[src/rtl/ssc_tri_mod.sv]
module ssc_tri_mod #(
  parameter int DEPTH_LO       = 100,
  parameter int MOD_PERIOD_CYC = 740,
  parameter int SETTLE_CYC     = 120000,
  localparam int STEPS    = 2 * DEPTH_LO,
  localparam int HALF     = DEPTH_LO / 2,
  localparam int DIV_RAW  = (MOD_PERIOD_CYC + DEPTH_LO) / STEPS,
  localparam int STEP_DIV = (DIV_RAW < 1) ? 1 : DIV_RAW,
  localparam int DIV_W    = $clog2(STEP_DIV + 1),
  localparam int PH_W     = $clog2(STEPS),
  localparam int SET_W    = $clog2(SETTLE_CYC + 1),
  localparam int CODE_W   = $clog2(2 * DEPTH_LO + 1) + 1
) (
  input  logic                     clk,
  input  logic                     rst_n,
  input  logic                     center_sel,
  input  logic                     deep_sel,
  input  logic                     mod_en,
  input  logic                     pwr_dn_n,
  output logic signed [CODE_W-1:0] offset_code,
  output logic                     clk_out_en,
  output logic                     ready
);

  logic [DIV_W-1:0] div_q;
  logic [PH_W-1:0]  ph_q;
  logic [SET_W-1:0] settle_q;
  logic             cen_q, deep_l_q;
  logic             deep_q, en_q, run_q;
  int               base, tri_val;

  wire run        = mod_en & pwr_dn_n;
  wire step       = (div_q == DIV_W'(STEP_DIV - 1));
  wire wrap       = step && (ph_q == PH_W'(STEPS - 1));
  wire cfg_change = (deep_sel != deep_q) || (mod_en != en_q);

  always_ff @(posedge clk or negedge rst_n) begin
    if (!rst_n) begin
      div_q    <= '0;
      ph_q     <= '0;
      settle_q <= '0;
      cen_q    <= 1'b0;
      deep_l_q <= 1'b0;
      deep_q   <= 1'b0;
      en_q     <= 1'b0;
      run_q    <= 1'b0;
    end else begin
      deep_q <= deep_sel;
      en_q   <= mod_en;
      run_q  <= pwr_dn_n;
      if (!run) begin
        div_q    <= '0;
        ph_q     <= '0;
        cen_q    <= center_sel;
        deep_l_q <= deep_sel;
      end else begin
        div_q <= step ? '0 : div_q + 1'b1;
        if (step) ph_q <= wrap ? '0 : ph_q + 1'b1;
        if (wrap) begin
          cen_q    <= center_sel;
          deep_l_q <= deep_sel;
        end
      end
      if (!pwr_dn_n || cfg_change) settle_q <= '0;
      else if (!ready)             settle_q <= settle_q + 1'b1;
    end
  end

  always_comb begin
    int p;
    p = int'(ph_q);
    if (cen_q) begin
      if (p < HALF)          base = p;
      else if (p < 3 * HALF) base = DEPTH_LO - p;
      else                   base = p - STEPS;
    end else begin
      if (p <= DEPTH_LO) base = -p;
      else               base = p - STEPS;
    end
    tri_val = deep_l_q ? 2 * base : base;
  end

  assign offset_code = run ? CODE_W'(tri_val) : '0;
  assign clk_out_en  = pwr_dn_n & run_q;
  assign ready       = (settle_q == SET_W'(SETTLE_CYC));

  assert_bound_R2: assert property (@(posedge clk) disable iff (!rst_n)
    (offset_code <= DEPTH_LO) && (offset_code >= -2 * DEPTH_LO));

  assert_down_nonpos_R3: assert property (@(posedge clk) disable iff (!rst_n)
    !cen_q |-> (offset_code <= 0));

  assert_step_size_R4: assert property (@(posedge clk) disable iff (!rst_n)
    (run && $past(run)) |->
      ((int'(offset_code) - int'($past(offset_code)) <= 2) &&
       (int'(offset_code) - int'($past(offset_code)) >= -2)));

  assert_idle_restart_R5: assert property (@(posedge clk) disable iff (!rst_n)
    !mod_en |=> (ph_q == '0));

  assert_pd_quiet_R6: assert property (@(posedge clk) disable iff (!rst_n)
    !pwr_dn_n |=> (!ready && !run_q && ph_q == '0));

  assert_settle_restart_R8: assert property (@(posedge clk) disable iff (!rst_n)
    (deep_sel != deep_q || mod_en != en_q) |=> !ready);

  assert_cfg_hold_R9: assert property (@(posedge clk) disable iff (!rst_n)
    (ph_q != '0) |-> ($stable(cen_q) && $stable(deep_l_q)));

endmodule

[config.mk]
export PLATFORM = sky130hd
export DESIGN_NAME = ssc_tri_mod
export DESIGN_NICKNAME = d
export VERILOG_FILES = /design/src/rtl/ssc_tri_mod.sv
export SDC_FILE = /design/constraint.sdc
export NUM_CORES = 1
export LEC_CHECK = 0
export BUFFER_PORTS_ARGS = -buffer_cell sky130_fd_sc_hd__buf_4
export CAP_MARGIN = 20
export CORE_UTILIZATION = 39
export CTS_CLUSTER_SIZE = 14
export DETAILED_ROUTE_END_ITERATION = 8
export PLACE_DENSITY = 0.56
export REMOVE_ABC_BUFFERS = 1
export SYNTH_ARGS = -nofsm -noshare
export SYNTH_HDL_FRONTEND = slang
export SYNTH_SLANG_ARGS = --single-unit
[constraint.sdc]
create_clock -name clk -period 3.6 [get_ports clk]
set_input_delay 0.18 -clock clk [delete_from_list [all_inputs] [get_ports clk]]
set_output_delay 0.18 -clock clk [all_outputs]
set_load 0.01 [all_outputs]
==> results_dict.tcl <==
set metrics [dict create \
    status "finished clean" \
    path_depth 9 \
    setup_viol 0 \
    post-cts-setup-buffers 0 \
    rr_worst_depth 5 \
    h-tree-depth 2 \
    crit_path_start_kind "register" \
    tritoncts "yes" \
    cts_resized 0 \
    async_reset_ff_share_pct 100 \
    fin_crit_sh_pct 80.8 \
    yosys.cell_types.count 61 \
    drtIter0Drc 60 \
    design.die.area_um2 6510 \
    insertion_delay_ns 0.28 \
    worst_slack_ns 0.690 \
    num_rows 28 \
    dp_hpwl_mm 4.07 \
    synthesis.area_um2 2410 \
    core_um2 5960 \
    cp_cell_sequence "inv_1 > ha_1 > nor3b_2 > a221oi_2 > nor3_2 > a21oi_1 > mux2i_1 > a211oi_1 > buf_4" \
    cts_root_buf "clkbuf_8" \
    ys_ff_latch 33 \
    antenna_found_initial 0 \
    r2r_setup_slack_ns 1.41 \
    seqCellArea_um2 826 \
    post-route-min-period_ns 2.91 \
    syn_area_per_cell_um2 8.44 \
    cp-startpoint "ph_q[1]$_DFFE_PN0P_" \
    gr-usage-met1_pct 22.5 \
    antennaDiodeCount 0 \
    nFillCells 615 \
    finalHoldViolations 0 \
    cp_max_fo 10 \
    fp.dieH_um 80.7 \
    place_inst 359 \
    vias_per_cell 5.73 \
    fin_nets 306 \
    grt_max_degree 34 \
    grt_use_met3_pct 4.20 \
    fin_tns_setup_ns 0 \
    path_class "reg -> out" \
    syn_inst 286 \
    dr.pass1.iters 4 \
    cts_buffer_depth 2 \
    postRouteAntennaNets 0 \
    wire_per_inst_um 15.1 \
    timing.fmax_mhz 344 \
    multi_input_area_um2 1460 \
    synth-edff-count 0 \
    rsz0062_at_grt "false" \
    pre_cts_slack_ns 1.01 \
    reg2reg_from "ph_q[2]$_DFFE_PN0P_" \
    die_w_um 80.7 \
    cts_sinks 33 \
    crit_family "compound AO/OA/AOI/OAI gates" \
    crit_path_end "offset_code[2]" \
    r2r-end "ph_q[7]$_DFFE_PN0P_" \
    yosysSeqAreaShare_pct 34.2 \
    grt-ovfl-total 0 \
    stdcell_count 368 \
    max_cap_violations 0 \
    crit_slowest_cell "dfrtp_1" \
    synth_flop_cell "dfrtp_1" \
    area_delta_synth_final_pct 10.6 \
    wirelength_mm 5.55 \
    final_common_cell "dfrtp_1" \
    drv_slew 0 \
    postPlaceCellArea_um2 2540 \
    numCtsBuffers 5 \
    drc 0 \
    top_usage_layer "met2" \
    clock_skew_ns 0.00573 \
    grt_use_met2_pct 31.7 \
    cp-end-kind "primary output" \
    grt_pass1_vias 1966 \
    initial_core_util_pct 40.5 \
    slew_headroom_pct 46.4 \
    cp.arrival_ns 2.73 \
    port_buffers 16 \
    ir_drop_v 0.000172 \
    drive_above_1_share_pct 12.6 \
    power_density_nw_per_um2 302 \
    synth_warnings 0 \
    slowest_delay_ns 0.55 \
    grt_util_all_layers_pct 18.6 \
    path_buf_inv 2 \
    io_pins 17 \
    design_area_um2 2670 \
    layout_common_cells "dfrtp_1, nor2_1, nand2_1" \
    place_congestion 0.945 \
    p_total_mw 0.806 \
    worst_pin_slew_ns 0.797 \
    grt_pass1_wl_mm 9.32 \
    worstHoldPathType "in -> reg" \
    p_leak_nw 1.05 \
    required_ns 3.42 \
    vias 2109 \
    cts.reportedPaths.clkPinSlew_ns 0.06 \
]
-- synth_stat cells, types with 4 or more instances --
master     n  area share [%]
mux2i_1    4             1.7
xor2_1     8             2.9
dfrtp_1   33              34
or3_1      4             1.0
a21oi_1   19             3.9
ha_1       8             4.1
and3_1     6             1.6
inv_1     12             1.9
nand3_1   11             2.3
nand4_1    9             2.3
nor2b_1    4             1.0
buf_2      6             1.2
clkbuf_1   9             1.4
xnor2_1   16             5.8
o21ai_0   13             2.7
nor2_1    30             4.7
nand2_1   23             3.6
nor3_1     6             1.2
-- per-stage QoR --
stage	util (%)	hold WS, ns
after floorplan	-	-0.116
after global placement	42.7	0.153
after detailed placement	42.7	0.154
after CTS	44.8	0.0239
after global routing	44.8	0.0246
final	44.8	0.0313
-- registers in the layout, summed over array words and instances (netlist names) --
signal,count
deep_q,1
settle_q,17
div_q,3
deep_l_q,1
ph_q,8
en_q,1
cen_q,1
run_q,1
-- worst reg2reg max path: cells and delay by family (launching register included) --
family | cells | cell delay, ns
DFF | 1 | 0.72
buffers and inverters | 1 | 0.18
and+or+nand+nor | 3 | 1.00
xor gates and xnor gates | 1 | 0.18
-- layout make-up --
type                            count  share of cell area (%)
Clock buffer                        7                    3.23
Timing Repair Buffer               17                    4.87
Multi-Input combinational cell    222                    54.5
Clock inverter                      1                    1.12
Tap cell                           75                    3.51
Inverter                           13                    1.83
Sequential cell                    33                    30.9
-- worst min-delay path by stage --
stage	startpoint	to	slack, ns	cells after the start
after floorplan	rst_n	cen_q$_DFFE_PN0P_	-0.12	0
after global placement	rst_n	settle_q[14]$_DFFE_PN0P_	0.15	1
after detailed placement	rst_n	settle_q[14]$_DFFE_PN0P_	0.15	1
after CTS	deep_sel	deep_q$_DFF_PN0_	0.02	1
after global routing	deep_sel	deep_q$_DFF_PN0_	0.02	1
final	deep_sel	deep_q$_DFF_PN0_	0.03	1
-- cell families (layout without fill, tap and decap cells) --
| logic type | count (synthesis) | in the layout | synth area share (%) |
|---|---|---|---|
| AND/OR/NAND/NOR | 122 | 122 | 27.4 |
| flip-flops | 33 | 33 | 34.2 |
| multiplexers | 4 | 4 | 1.66 |
| XOR/XNOR | 24 | 24 | 8.71 |
| adder cells (fa/ha/maj) | 8 | 8 | 4.15 |
| buffers and inverters | 31 | 38 | 5.49 |
| AO/OA/AOI/OAI | 64 | 64 | 18.4 |
-- metal layers --
| metal | vias up | wire length, um |
|---|---|---|
| met1 | 981 | 2450 |
| met5 | - | 0 |
| met4 | 0 | 153 |
| li1 | 1042 | - |
| met2 | 68 | 2670 |
| met3 | 18 | 280 |
-- what timing repair did --
item / 4_1_cts / 5_1_grt
endpoints found under the setup margin: 0 / 0
hold buffers: 1 / 0
endpoints found under the hold margin: 33 / 0
-- where the power goes --
group	leakage, nW	switching [mW]	total, mW	internal [mW]
Sequential	0.449	0.00974	0.386	0.376
Clock	0.0585	0.135	0.361	0.226
Combinational	0.544	0.0356	0.0589	0.0233
Power figures use the tool's default switching activity.
